===== config.mk =====
export PLATFORM = sky130hd
export DESIGN_NAME = boot_source_sel
export DESIGN_NICKNAME = d
export VERILOG_FILES = /design/src/rtl/boot_sel_pkg.sv /design/src/rtl/init_sync.sv /design/src/rtl/load_timer.sv /design/src/rtl/flash_req_gen.sv /design/src/rtl/boot_source_sel.sv
export SDC_FILE = /design/constraint.sdc
export NUM_CORES = 1
export LEC_CHECK = 0
export ABC_CLOCK_PERIOD_IN_PS = 2900
export BUFFER_PORTS_ARGS = -buffer_cell sky130_fd_sc_hd__buf_2
export CAP_MARGIN = 30
export CORE_MARGIN = 2
export CORE_UTILIZATION = 50
export DETAILED_ROUTE_END_ITERATION = 10
export PLACE_DENSITY = 0.81
export SETUP_SLACK_MARGIN = 0.15
export SLEW_MARGIN = 20
export SYNTH_ARGS = -nofsm -noshare
export SYNTH_HDL_FRONTEND = slang
export SYNTH_HIERARCHICAL = 1
export SYNTH_SLANG_ARGS = --single-unit
export TNS_END_PERCENT = 5

===== constraint.sdc =====
create_clock -name clk -period 2.9 [get_ports clk]
set_input_delay 0.29 -clock clk [delete_from_list [all_inputs] [get_ports clk]]
set_output_delay 0.29 -clock clk [all_outputs]
set_load 0.02 [all_outputs]

===== src/rtl/boot_sel_pkg.sv =====
package boot_sel_pkg;

  typedef enum logic [2:0] {
    ST_WAIT_INIT,
    ST_INT_LOAD,
    ST_EXT_LOAD,
    ST_PRIMARY,
    ST_GOLDEN,
    ST_FAILED
  } boot_state_e;

  localparam logic [1:0] BS_IDLE    = 2'b00;
  localparam logic [1:0] BS_PRIMARY = 2'b01;
  localparam logic [1:0] BS_GOLDEN  = 2'b10;
  localparam logic [1:0] BS_FAILED  = 2'b11;

  localparam logic [1:0] STG_WAIT     = 2'd0;
  localparam logic [1:0] STG_INTERNAL = 2'd1;
  localparam logic [1:0] STG_EXTERNAL = 2'd2;
  localparam logic [1:0] STG_SETTLED  = 2'd3;

  localparam logic [7:0] FLASH_READ_CMD = 8'h03;

endpackage


===== src/rtl/init_sync.sv =====
module init_sync #(
  parameter int STAGES = 2
) (
  input  logic clk,
  input  logic rst,
  input  logic async_in,
  output logic sync_out
);

  logic [STAGES-1:0] chain_q;

  generate
    if (STAGES == 1) begin : g_single
      always_ff @(posedge clk) begin
        if (rst) chain_q <= '0;
        else     chain_q <= async_in;
      end
    end else begin : g_chain
      always_ff @(posedge clk) begin
        if (rst) chain_q <= '0;
        else     chain_q <= {chain_q[STAGES-2:0], async_in};
      end
    end
  endgenerate

  assign sync_out = chain_q[STAGES-1];

endmodule


===== src/rtl/load_timer.sv =====
module load_timer #(
  parameter int LIMIT = 4096
) (
  input  logic clk,
  input  logic rst,
  input  logic start,
  input  logic run,
  output logic expired
);

  localparam int CW = (LIMIT < 2) ? 1 : $clog2(LIMIT + 1);
  localparam logic [CW-1:0] LIM = CW'(LIMIT);

  logic [CW-1:0] cnt_q;

  always_ff @(posedge clk) begin
    if (rst || start) begin
      cnt_q <= '0;
    end else if (run && (cnt_q != LIM)) begin
      cnt_q <= cnt_q + 1'b1;
    end
  end

  assign expired = run && (cnt_q == LIM);

endmodule


===== src/rtl/flash_req_gen.sv =====
module flash_req_gen
  import boot_sel_pkg::*;
#(
  parameter int ADDR_W = 24,
  parameter logic [ADDR_W-1:0] BASE = ADDR_W'(24'h010000)
) (
  input  logic              clk,
  input  logic              rst,
  input  logic              active_next,
  output logic              rd_req,
  output logic [7:0]        rd_cmd,
  output logic [ADDR_W-1:0] rd_addr
);

  always_ff @(posedge clk) begin
    if (rst) begin
      rd_req  <= 1'b0;
      rd_cmd  <= '0;
      rd_addr <= '0;
    end else begin
      rd_req  <= active_next;
      rd_cmd  <= active_next ? FLASH_READ_CMD : 8'h00;
      rd_addr <= active_next ? BASE : '0;
    end
  end

endmodule


===== src/rtl/boot_source_sel.sv =====
module boot_source_sel
  import boot_sel_pkg::*;
#(
  parameter int DONE_TIMEOUT = 4096,
  parameter int ADDR_W       = 24,
  parameter logic [ADDR_W-1:0] GOLDEN_BASE = ADDR_W'(24'h010000),
  parameter int SYNC_STAGES  = 2
) (
  input  logic              clk,
  input  logic              rst,
  input  logic              init_line,
  output logic              int_load_req,
  input  logic              int_load_done,
  input  logic              int_load_crc_err,
  output logic              flash_rd_req,
  output logic [7:0]        flash_rd_cmd,
  output logic [ADDR_W-1:0] flash_rd_addr,
  input  logic              ext_load_done,
  input  logic              ext_load_crc_err,
  output logic [1:0]        boot_stage,
  output logic [1:0]        boot_status,
  output logic              slave_hold,
  output logic              user_oe
);

  boot_state_e state_q, state_d;
  logic init_s;
  logic in_load, start_load, expired;
  logic att_ok, att_fail;
  logic done_sel, crc_sel;

  logic       int_req_d, hold_d, oe_d;
  logic [1:0] stage_d, status_d;

  init_sync #(.STAGES(SYNC_STAGES)) u_sync (
    .clk      (clk),
    .rst      (rst),
    .async_in (init_line),
    .sync_out (init_s)
  );

  assign in_load    = (state_q == ST_INT_LOAD) || (state_q == ST_EXT_LOAD);
  assign start_load = ((state_d == ST_INT_LOAD) || (state_d == ST_EXT_LOAD)) &&
                      (state_d != state_q);

  load_timer #(.LIMIT(DONE_TIMEOUT)) u_timer (
    .clk     (clk),
    .rst     (rst),
    .start   (start_load),
    .run     (in_load),
    .expired (expired)
  );

  // Response of whichever source is currently being loaded.
  always_comb begin
    done_sel = 1'b0;
    crc_sel  = 1'b0;
    if (state_q == ST_INT_LOAD) begin
      done_sel = int_load_done;
      crc_sel  = int_load_crc_err;
    end else if (state_q == ST_EXT_LOAD) begin
      done_sel = ext_load_done;
      crc_sel  = ext_load_crc_err;
    end
  end

  assign att_ok   = done_sel && !crc_sel;
  assign att_fail = crc_sel || (!done_sel && expired);

  always_comb begin
    state_d = state_q;
    unique case (state_q)
      ST_WAIT_INIT: if (init_s) state_d = ST_INT_LOAD;
      ST_INT_LOAD: begin
        if (att_ok)        state_d = ST_PRIMARY;
        else if (att_fail) state_d = ST_EXT_LOAD;
      end
      ST_EXT_LOAD: begin
        if (att_ok)        state_d = ST_GOLDEN;
        else if (att_fail) state_d = ST_FAILED;
      end
      ST_PRIMARY, ST_GOLDEN, ST_FAILED: state_d = state_q;
      default: state_d = ST_FAILED;
    endcase
  end

  // Output decode of the next state, registered together with the state.
  always_comb begin
    int_req_d = 1'b0;
    hold_d    = 1'b1;
    oe_d      = 1'b0;
    stage_d   = STG_WAIT;
    status_d  = BS_IDLE;
    unique case (state_d)
      ST_WAIT_INIT: ;
      ST_INT_LOAD: begin
        int_req_d = 1'b1;
        stage_d   = STG_INTERNAL;
      end
      ST_EXT_LOAD: stage_d = STG_EXTERNAL;
      ST_PRIMARY: begin
        hold_d   = 1'b0;
        oe_d     = 1'b1;
        stage_d  = STG_SETTLED;
        status_d = BS_PRIMARY;
      end
      ST_GOLDEN: begin
        oe_d     = 1'b1;
        stage_d  = STG_SETTLED;
        status_d = BS_GOLDEN;
      end
      default: begin
        stage_d  = STG_SETTLED;
        status_d = BS_FAILED;
      end
    endcase
  end

  always_ff @(posedge clk) begin
    if (rst) begin
      state_q      <= ST_WAIT_INIT;
      int_load_req <= 1'b0;
      slave_hold   <= 1'b1;
      user_oe      <= 1'b0;
      boot_stage   <= STG_WAIT;
      boot_status  <= BS_IDLE;
    end else begin
      state_q      <= state_d;
      int_load_req <= int_req_d;
      slave_hold   <= hold_d;
      user_oe      <= oe_d;
      boot_stage   <= stage_d;
      boot_status  <= status_d;
    end
  end

  flash_req_gen #(.ADDR_W(ADDR_W), .BASE(GOLDEN_BASE)) u_flash (
    .clk         (clk),
    .rst         (rst),
    .active_next (state_d == ST_EXT_LOAD),
    .rd_req      (flash_rd_req),
    .rd_cmd      (flash_rd_cmd),
    .rd_addr     (flash_rd_addr)
  );

endmodule


After elaboration in Yosys (flattened, before gate mapping)
Cells that the tools add are included.

Register bits: 58. Bits in latches: 0. RAM bits: 0. ROM bits: 0. Input port bits: 7. Logic and storage cells: 57. Memories: 0.

$add $sub $neg: 1. Multipliers: 0. Divide/modulo/power cells: 0. $lt $le $gt $ge: 0. Eq/ne operators: 12. Shifts and indexed selects: 0. Multiplexer cells: 17. Bitwise logic cells: 0. Reduce and logical (&&, ||, !) cells: 16.

Operators by type and width (number): $mux W17 (1); $mux W3 (5); $add A13 B1 Y13 const B (1); $eq A13 B13 Y1 const B (1); $ne A13 B13 Y1 const B (1); $eq A3 B2 Y1 const B (4); $pmux W2 S3 (2); $pmux W3 S4 (1); $eq A3 B3 Y1 const B (3); $mux W1 (7); $eq A3 B1 Y1 const B (2); $logic_not A3 Y1 (2); $reduce_or A3 Y1 (2); $logic_and A1 B1 Y1 (5); $logic_or A1 B1 Y1 (4); $ne A3 B3 Y1 (1); $logic_not A1 Y1 (2); $mux W2 (1); $reduce_or A2 Y1 (1).

Longest topological paths before layout
Gate-level depths: netlist of the first run.

Word-level depth: 13. Mapped depth: 12.

Hierarchy
The synthesis of the first run kept the hierarchy.

Modules (own cells, without submodules): load_timer (instances 1, cells an instance 82, area an instance 690.7 sq um); boot_source_sel (instances 1, cells an instance 46, area an instance 457.9 sq um); flash_req_gen (instances 1, cells an instance 35, area an instance 277.8 sq um); init_sync (instances 1, cells an instance 4, area an instance 52.6 sq um).

Worst setup path before layout of the first run
No wires, ideal clock.

Kind: register to register. From: register state_q[0]. To: register u_timer.cnt_q[3]. Setup time: 0.121 ns. Arrival: 2.208 ns. Required time: 2.779 ns. Path slack: 0.571 ns. Cell stages (with the launch flop): 13. Buffers on the path: 2. Clock period less this slack: 2.329 ns. Path through: dfxtp_1 buf_2 nand2b_4 a21oi_1 inv_1 nor2_1 and2b_2 o311a_2 nand3_1 o41ai_1 or2_2 clkbuf_1 nor2_1.

RTL lines: start, declared (RTL line boot_source_sel.sv:26) `boot_state_e state_q, state_d;`; start signal, assigned (RTL line boot_source_sel.sv:128) `state_q <= state_d;`; $eq A3 B1 Y1 or $eq A3 B2 Y1 (tied branches) (RTL line boot_source_sel.sv:42) `assign in_load = (state_q == ST_INT_LOAD) || (state_q == ST_EXT_LOAD);`; $logic_or A1 B1 Y1 (*) (RTL line boot_source_sel.sv:42); net in_load (RTL line boot_source_sel.sv:28) `logic in_load, start_load, expired;`; $logic_and A1 B1 Y1 (*) (RTL line load_timer.sv:24) `assign expired = run && (cnt_q == LIM);`; net expired (RTL line boot_source_sel.sv:28); $logic_and A1 B1 Y1 (*) (RTL line boot_source_sel.sv:68) `assign att_fail = crc_sel || (!done_sel && expired);`; $logic_or A1 B1 Y1 (*) (RTL line boot_source_sel.sv:68); $mux W3, on equally long branches (RTL line boot_source_sel.sv:80, boot_source_sel.sv:76); $mux W3, on equally long branches (RTL line boot_source_sel.sv:79, boot_source_sel.sv:75); $pmux W3 S4 (*) (RTL line boot_source_sel.sv:72) `unique case (state_q)`; $eq A3 B1 Y1 or $eq A3 B2 Y1 (tied branches) (RTL line boot_source_sel.sv:43) `assign start_load = ((state_d == ST_INT_LOAD) || (state_d == ST_EXT_LOAD)) &&`; $logic_or A1 B1 Y1 (RTL line boot_source_sel.sv:43); $logic_and A1 B1 Y1 (*) (RTL line boot_source_sel.sv:43); net start_load (RTL line boot_source_sel.sv:28); $logic_or A1 B1 Y1 (*) (RTL line load_timer.sv:17) `if (rst || start) begin`; end signal, assigned (RTL line load_timer.sv:20) `cnt_q <= cnt_q + 1'b1;`; end, declared (RTL line load_timer.sv:14) `logic [CW-1:0] cnt_q;`.

Mark *: on every way through the listed nets, which the timed path passes. The rest lies on a longest branch. A chain may end at the register's enable or synchronous reset.

Worst setup path in the final report of the first run
From: register u_timer.cnt_q[0]. To: register u_timer.cnt_q[10].

Longest elaborated chain between the ends: 11.

RTL lines (RTL line): $eq A13 B13 Y1 (*) (load_timer.sv:24); $logic_and A1 B1 Y1 (*) (load_timer.sv:24); net expired (boot_source_sel.sv:28); $logic_and A1 B1 Y1 (*) (boot_source_sel.sv:68); $logic_or A1 B1 Y1 (*) (boot_source_sel.sv:68); $mux W3, on equally long branches (boot_source_sel.sv:80, boot_source_sel.sv:76); $mux W3, on equally long branches (boot_source_sel.sv:79, boot_source_sel.sv:75); $pmux W3 S4 (*) (boot_source_sel.sv:72); $eq A3 B1 Y1 or $eq A3 B2 Y1 (tied branches) (boot_source_sel.sv:43); $logic_or A1 B1 Y1 (boot_source_sel.sv:43); $logic_and A1 B1 Y1 (*) (boot_source_sel.sv:43); net start_load (boot_source_sel.sv:28); $logic_or A1 B1 Y1 (*) (load_timer.sv:17).

Marks and branches as above.

==> results of run 1 <==
per-stage QoR:
stage	util, %	worst slack (ns)	cells	power (µW)
final	54.9	0.318	214	741
after global routing	54.9	0.143	214	776
after CTS	54.2	0.181	213	743
after detailed placement	52.3	0.244	209	496
after global placement	52.3	0.401	209	494
after floorplan	-	0.571	195	504
final cells by class:
type	instances	area (µm²)
clock buffers	3	22.5
fillers	250	1250
clock inverters	1	30.0
well taps	31	38.8
inverters	8	30.0
repair buffers	19	97.6
flip-flops and latches	26	520
multi-input cells	126	787
report_power, final:
group	switching [µW]	total (µW)	internal (µW)
logic	83.6	118	34.8
registers	7.99	375	367
clock network	108	248	140
total	199	741	542
placed cells by master (no fill, tap or decap), types with 2 or more instances in the layout:
cell      Yosys  layout
conb_1        1      29
dfxtp_1      26      26
buf_2         1      17
nand2_1      15      15
nor2_1       10       9
inv_1         8       8
or3_1         7       7
mux2i_1       7       7
nor4_1        6       6
a21oi_1       6       6
nand3_1       4       4
nor2b_1       3       3
o21ai_0       3       3
clkbuf_4      0       3
nand4_1       3       3
nor3_1        2       2
nand2b_1      2       2
nor2_4        1       2
o31ai_1       2       2
or4_1         2       2
xor2_1        2       2
a31oi_1       2       2
ha_1          2       2
routing by layer:
layer,track usage [%],vias to the layer above
met5,0,-
met4,9.63,0
met3,2.64,4
met2,25.2,35
met1,19.9,494
li1,-,553
worst reg2reg max path: stages, from the launching register on:
cell and delay [ns]:
dfxtp_1 0.42, inv_1 0.08, ha_1 0.21, nor4b_2 0.18, nand3_1 0.09, nor2_1 0.06, and2b_2 0.19, o311a_2 0.39
nand3_1 0.12, o41ai_1 0.10, clkbuf_2 0.18, or3_1 0.37, mux2i_1 0.13
cells in the mapped netlist, drive strengths merged, types with 2 or more instances:
cell    number
a21oi        6
a31oi        2
buf         34
dfxtp       26
ha           2
inv          8
mux2i        7
nand2       15
nand2b       3
nand3        4
nand4        4
nor2        11
nor2b        4
nor3         2
nor4         6
nor4b        2
o21ai        3
o31ai        2
o41ai        2
or3          8
or4          2
xor2         2
worst max-delay path by stage:
stage                startpoint                end
6_report       u_timer/cnt_q[0]  u_timer/cnt_q[10]
5_1_grt        u_timer/cnt_q[0]  u_timer/cnt_q[12]
4_1_cts        u_timer/cnt_q[0]  u_timer/cnt_q[10]
3_5_place_dp   u_timer/cnt_q[0]   u_timer/cnt_q[0]
3_3_place_gp   u_timer/cnt_q[0]   u_timer/cnt_q[1]
2_1_floorplan        state_q[0]   u_timer/cnt_q[3]
flip-flops by register name (all words and copies together), names as in the netlist, 2 cells and up:
signal          cells
boot_stage          2
boot_status         2
state_q             3
u_sync/chain_q      2
u_timer/cnt_q      13
logic make-up (layout without fill, tap and decap cells):
family / after synthesis / count (layout) / share of synthesized area (%)
and+or+nand+nor: 65 / 65 / 26.1
buffers and inverters: 43 / 31 / 19.6
DFF: 26 / 26 / 35.2
AOI/OAI and AO/OA: 21 / 21 / 11.3
muxes: 7 / 7 / 4.74
adders and majority gates: 2 / 2 / 1.69
xor gates and xnor gates: 2 / 2 / 1.18
other: 1 / 29 / 0.254
what timing repair did:
| action | in CTS | in global routing |
|---|---|---|
| hold buffers | 0 | 0 |
| endpoints found under the setup margin | 0 | 7 |
| endpoints found under the hold margin | 0 | 0 |
| resized for setup | 0 | 3 |
==> results.cfg, run 1 <==
[global_routing]
grtUsageTotal_pct = 15.8
grt_pass1_wl_um = 4120
grt_pass1_vias = 939
antenna_found_initial = 0
grt_overflow = 0
grt_max_degree = 17

[worst_setup_path]
path_max_fanout = 6
cp_common_cell = nand3_1
cp_slowest_stage_delay_ns = 0.42
critical-path-top-delay-family = simple AND/OR/NAND/NOR gates
arrival_ns = 2.84
r2r-start = u_timer/cnt_q[0]
cp-end-kind = flop
critPathKind = flop to flop
r2r_setup_slack_ns = 0.32
cp-start-kind = flop
timing.rr.end = u_timer/cnt_q[10]
path_buf_inv = 2
cp.required_ns = 3.16
r2r_cells = 12
cp_slowest_cell = dfxtp_1
cp_num_cells = 12
critical_path.cell_chain = inv_1 > ha_1 > nor4b_2 > nand3_1 > nor2_1 > and2b_2 > o311a_2 > nand3_1 > o41ai_1 > clkbuf_2 > or3_1 > mux2i_1

[drt]
wl_met2_um = 1270
vias_per_cell = 5.07
dr.first_iter.drc_count = 43
topRoutingLayerUsed = met4
post-route-drc-count = 0
ant_nets = 0
firstDrtPassIters = 4
wl_um = 2590
wl_met3_um = 109
met1Wirelength_um = 1150
routed-via-count = 1086
wl_per_cell_um = 12.1

[synth]
ys_async_sr_fraction_pct = 0
ys.warnings.count = 6
synth_cell_types = 42
synth-seq-cells = 26
synth_top_area_share_pct = 35.2
synth_area_um2 = 1480
synth_area_leaders = dfxtp_1 (35%), buf_4 (16%), mux2i_1 (4.7%)
synth_edf_count = 0
synth_ff_type = dfxtp_1
avgSynthCellArea_um2 = 8.86
yosysTopAreaCell = dfxtp_1
synthCells = 167
ys_seq_area_share_pct = 35.2

[clocking]
ctsHtreeMaxLevel = 1
clock_sinks = 26
clk_latency_ns = 0.33
cts_buffers = 3
cts_setup_buffers = 0
cts_tree = done
cts-root-buf = clkbuf_4
clockBufferDepth = 2
cts.reportedPaths.clkPinSlew_ns = 0.14

[layout]
drive_gt1_share_pct = 19.7
nNetsFinal = 193
syn_to_final_growth_pct = 3.21
num_antenna_cells = 0
stdcell_area_um2 = 1530

[floorplan]
core_area_um2 = 2780
rows = 19
die_h_um = 58.4
io_pins = 47
die_area_um2 = 3410
die_w_um = 58.4
start_util_pct = 53.2

[sta]
setup_viol = 0
clock.fmax_mhz = 387
finalCritPeriodShare_pct = 89.0
tightest_slew_ns = 0.481
tns_ns = 0
final.min_clock_period_ns = 2.58
whs_ns = 0.159
slew_violations = 0
slew_headroom_pct = 67.5
skew_ns = 0.00761
rsz0062_at_grt = no
hold_viol = 0

[job]
cap_violations = 0

[worst_hold_path]
holdPathStages = 2
min_from = init_line
hold_class = primary input to flop
hold-path-endpoint = u_sync/chain_q[0]

[place]
routabilityCongestion = 0.790
io_buffers = 17
dpl_cell_area_um2 = 1460
hpwl_um = 1890

[power]
power.density_nw_per_um2 = 486
leakage_uw = 0.000627
ir_drop_uv = 337

[outcome]
status = completed
Note: power is estimated with default switching activity, not from simulation.
==> run 2, diff against run 1 <==
==> constraint.sdc (replaced) <==
create_clock -name clk -period 2.9 [get_ports clk]
set_input_delay 0.145 -clock clk [delete_from_list [all_inputs] [get_ports clk]]
set_output_delay 0.145 -clock clk [all_outputs]
set_load 0.02 [all_outputs]
==> run 2 against run 1 <==
Effect of this change: final area up 0.66%; highest routed layer unchanged; register-to-register slack about the same; clock-buffer cell count unchanged; largest cell class unchanged; critical path depth unchanged; die area unchanged; clock power about the same; hold slack better by 0.0060 ns; sequential share of layout area down 0.22 points.
==> results.cfg, run 2 (synthesized netlist as in run 1, its figures left out) <==
[worst_setup_path]
cp_num_cells = 12
path_max_fanout = 6
cp.required_ns = 3.16
cp-end-kind = flop
critical_path.cell_chain = inv_1 > ha_1 > nor4b_2 > nand3_1 > nor2_1 > and2b_2 > o311a_2 > nand3_1 > o41ai_1 > clkbuf_2 > or3_1 > mux2i_1
cp-start-kind = flop
startpoint = u_timer/cnt_q[0]
cp_common_cell = nand3_1
critical-path-top-delay-family = simple AND/OR/NAND/NOR gates
cp_slowest_stage_delay_ns = 0.42
timing.rr.end = u_timer/cnt_q[10]
r2r_cells = 12
critPathKind = flop to flop
path_buf_inv = 2
arrival_ns = 2.84
r2r-start = u_timer/cnt_q[0]
worstSetupEndpoint = u_timer/cnt_q[10]
cp_slowest_cell = dfxtp_1
r2r_setup_slack_ns = 0.32

[sta]
finalCritPeriodShare_pct = 89.0
slew_headroom_pct = 67.5
tns_ns = 0
tightest_slew_ns = 0.481
slew_violations = 0
setup_viol = 0
hold_viol = 0
skew_ns = 0.00761
rsz0062_at_grt = no
clock.fmax_mhz = 387
finalWorstSetupSlack_ns = 0.318
final.min_clock_period_ns = 2.58

[outcome]
status = completed

[floorplan]
die_w_um = 58.4
io_pins = 47
die_area_um2 = 3410
core_area_um2 = 2780
rows = 19
start_util_pct = 53.2
die_h_um = 58.4

[clocking]
clockBufferDepth = 2
clk_latency_ns = 0.33
cts_tree = done
cts.reportedPaths.clkPinSlew_ns = 0.14
ctsHtreeMaxLevel = 1
cts-root-buf = clkbuf_4
cts_buffers = 3
clock_sinks = 26

[layout]
top_register = u_timer/cnt_q
layout_commonest_cell = conb_1
largest_reg_flops = 13
syn_to_final_growth_pct = 3.89
final_cell_mix = conb_1 (29), dfxtp_1 (26), buf_2 (17), nand2_1 (15), nor2_1 (9)
num_antenna_cells = 0
reg_top3 = u_timer/cnt_q x13, state_q x3
fill_cells = 251
drive_gt1_share_pct = 19.6
nNetsFinal = 194
stdcell_count = 215

[drt]
wl_um = 2600
wl_per_cell_um = 12.1
routed-via-count = 1090
ant_nets = 0
firstDrtPassIters = 4
dr.first_iter.drc_count = 35
post-route-drc-count = 0
vias_per_cell = 5.07

[place]
io_buffers = 17
hpwl_um = 1890
placed_cells = 209
pre_cts_ws_ns = 0.244
routabilityCongestion = 0.790

[global_routing]
grtUsageTotal_pct = 15.8
antenna_found_initial = 0
grt_pass1_vias = 939
grt_max_degree = 17
grt_pass1_wl_um = 4120
grt_overflow = 0

[worst_hold_path]
hold_class = primary input to flop

[job]
cap_violations = 0

[power]
power.density_nw_per_um2 = 483
ir_drop_uv = 337
leakage_uw = 0.000631
## run 2: cell count changes in the layout (fill, tap and decap cells not counted), sizes merged
cell | previous run | this run
dlygate4sd3 | 0 | 1
## run 2: metrics by stage
step	util [%]	hold WS, ns	area, µm²	total power [µW]
floorplan	-	0.209	1580	504
global placement	52.3	0.356	1460	494
detailed placement	52.3	0.363	1460	496
CTS	54.2	0.00956	1510	743
global route	55.2	0.156	1540	777
finish	55.2	0.165	1540	742
## run 2: what timing repair did
action                                  4_1_cts  5_1_grt
hold endpoints to repair                      0        1
setup buffers                                 0        0
hold buffers                                  0        1
endpoints found under the setup margin        0        7
resized for setup                             0        3
## run 2: cell type report
class | instances | area [µm²] | share of cell area (%)
Timing Repair Buffer | 20 | 108 | 7.00
Sequential cell | 26 | 520 | 33.9
Inverter | 8 | 30.0 | 1.95
Clock inverter | 1 | 30.0 | 1.95
Tap cell | 31 | 38.8 | 2.52
Multi-Input combinational cell | 126 | 787 | 51.2
Clock buffer | 3 | 22.5 | 1.47
## run 2: report_power, final
group	internal, µW	leakage [µW]	switching (µW)
Clock	140	0.0000279	108
Combinational	35.7	0.000392	83.8
Sequential	367	0.000211	7.99
## run 2: routing by layer
metal | up-vias | wire (µm) | GRT usage (%)
met5 | - | 0 | 0
met3 | 4 | 107 | 2.64
met4 | 0 | 64 | 9.63
li1 | 555 | - | -
met2 | 35 | 1270 | 25.2
met1 | 496 | 1150 | 19.9
## run 2: worst min-delay path by stage
stage | from | endpoint | slack, ns | depth (start not counted)
2_1_floorplan | rst | u_flash/rd_cmd[0] | 0.21 | 1
3_3_place_gp | init_line | u_sync/chain_q[0] | 0.36 | 2
3_5_place_dp | init_line | u_sync/chain_q[0] | 0.36 | 2
4_1_cts | init_line | u_sync/chain_q[0] | 0.01 | 2
5_1_grt | rst | u_flash/rd_cmd[0] | 0.16 | 2
6_report | rst | u_flash/rd_cmd[0] | 0.16 | 2
==> run 3, diff against run 2 <==
- ABC_CLOCK_PERIOD_IN_PS: 2900 -> 2600
- clock period: 2.9 -> 2.6 ns (I/O delays scaled with it)
==> run 3 against run 2 <==
Effect of this change: the run now ends with negative hold slack left; worst setup slack lost 0.072 ns; critical path type unchanged; clock skew is 0.0041 ns higher; via count rose by 6.6%; fmax up 9.7%; largest power group unchanged; total power is 13% higher; clock power rose by 12%; register-to-register slack got worse by 0.07 ns; combinational power rose by 24%; global-route usage is 0.31 points lower; clock-buffer cell count unchanged; highest routed layer unchanged.
==> results.cfg, run 3 (synthesized netlist as in run 1, its figures left out) <==
[worst_setup_path]
path_max_fanout = 7
timing.rr.end = u_timer/cnt_q[12]
r2r_setup_slack_ns = 0.25
critical-path-top-delay-family = simple AND/OR/NAND/NOR gates
cp_slowest_stage_delay_ns = 0.37
arrival_ns = 2.61
r2r_cells = 12
cp.required_ns = 2.86
path_buf_inv = 2
critical_path.cell_chain = inv_1 > ha_1 > nor4b_2 > nand3_1 > nor2_1 > and2b_2 > o311a_4 > nand3_2 > o41ai_2 > buf_4 > or3_1 > mux2i_1
cp_slowest_cell = dfxtp_4
critPathKind = flop to flop
r2r-start = u_timer/cnt_q[0]
cp-start-kind = flop
cp-end-kind = flop

[place]
hpwl_um = 1980
routabilityCongestion = 0.799
dpl_cell_area_um2 = 1490
io_buffers = 17
placed_cells = 214

[drt]
firstDrtPassIters = 4
wl_per_cell_um = 12.4
ant_nets = 0
routed-via-count = 1162
post-route-drc-count = 0
dr.first_iter.drc_count = 59
wl_um = 2750
vias_per_cell = 5.26

[clocking]
cts_buffers = 3
cts.reportedPaths.clkPinSlew_ns = 0.15
clockBufferDepth = 2
postCtsHoldBufs = 0
cts-root-buf = clkbuf_4
clk_latency_ns = 0.33
cts_tree = done
clock_sinks = 26
ctsHtreeMaxLevel = 1

[sta]
rsz0062_at_grt = no
tns_ns = 0
whs_ns = -0.000566
hold_viol = 1
setup_viol = 0
skew_ns = 0.0117
final.min_clock_period_ns = 2.35
finalCritPeriodShare_pct = 90.5
clock.fmax_mhz = 425
slew_violations = 0

[layout]
nNetsFinal = 200
post-route-util_pct = 58.4
final_cell_mix = conb_1 (29), dfxtp_1 (22), buf_2 (18), nand2_1 (15), nor2_1 (9)
stdcell_count = 221
drive_gt1_share_pct = 27.4
largest_reg_flops = 13
reg_top3 = u_timer/cnt_q x13, state_q x3
stdcell_area_um2 = 1620
num_antenna_cells = 0
top_register = u_timer/cnt_q
syn_to_final_growth_pct = 9.81
layout_commonest_cell = conb_1

[global_routing]
grt_pass1_vias = 875
antenna_found_initial = 0
grt_max_degree = 17
grtUsageTotal_pct = 15.5
grt_overflow = 0
grt_pass1_wl_um = 4080

[outcome]
violations = negative hold slack
status = finished, violations left

[floorplan]
die_h_um = 58.4
core_area_um2 = 2780
start_util_pct = 53.2
io_pins = 47
die_area_um2 = 3410
die_w_um = 58.4
rows = 19

[job]
cap_violations = 0

[worst_hold_path]
holdPathStages = 2
hold_class = primary input to flop
hold-path-endpoint = u_sync/chain_q[0]
min_from = init_line

[power]
ir_drop_uv = 325
leakage_uw = 0.000678
power.density_nw_per_um2 = 518
-- run 3: cell types whose count changed in the layout (fill, tap and decap cells not counted), sizes merged --
cell and delta:
buf +8, clkbuf -1, dlygate4sd3 -1
-- run 3: worst reg2reg max path: stages, from the launching register on --
cell and delay (ns):
dfxtp_4 0.37, inv_1 0.05, ha_1 0.19, nor4b_2 0.17
nand3_1 0.10, nor2_1 0.07, and2b_2 0.20, o311a_4 0.31
nand3_2 0.08, o41ai_2 0.07, buf_4 0.18, or3_1 0.37
mux2i_1 0.14
-- run 3: worst max path at each step --
stage | startpoint | cells after the start | slack, ns | endpoint
3_3_place_gp | u_timer/cnt_q[8] | 11 | 0.33 | u_timer/cnt_q[0]
4_1_cts | u_timer/cnt_q[0] | 13 | 0.21 | u_timer/cnt_q[1]
3_5_place_dp | u_timer/cnt_q[0] | 13 | 0.24 | u_timer/cnt_q[1]
5_1_grt | u_timer/cnt_q[0] | 14 | 0.09 | u_timer/cnt_q[1]
2_1_floorplan | state_q[0] | 12 | 0.27 | u_timer/cnt_q[3]
6_report | u_timer/cnt_q[0] | 12 | 0.25 | u_timer/cnt_q[12]
-- run 3: where the power goes --
part	internal (µW)	switching (µW)
sequential	409	9.36
clock	156	121
combinational	49.5	97.1
total	615	227
-- run 3: cell type report --
cell class / instances / area (µm²)
inverters: 8 / 30.0
repair buffers: 26 / 150
fillers: 235 / 1160
clock buffers: 3 / 22.5
clock inverters: 1 / 30.0
multi-input cells: 126 / 822
flip-flops and latches: 26 / 531
well taps: 31 / 38.8
-- run 3: through the flow --
step / power, µW / setup slack, ns
detailed placement: 560 / 0.242
global placement: 558 / 0.332
finish: 842 / 0.247
floorplan: 562 / 0.271
global route: 875 / 0.0943
CTS: 839 / 0.213
-- run 3: repair_timing --
action / in CTS / in global routing
endpoints found under the setup margin: 0 / 13
gates resized for setup: 0 / 17
setup buffers: 0 / 1
hold endpoints to repair: 0 / 0
-- run 3: routing by layer --
metal | global-route usage (%) | vias to the layer above | share of wire [%]
li1 | - | 567 | -
met1 | 22.7 | 532 | 43
met3 | 1.98 | 6 | 6.1
met5 | 0 | - | 0
met2 | 21.0 | 57 | 48
met4 | 10.3 | 0 | 2.5
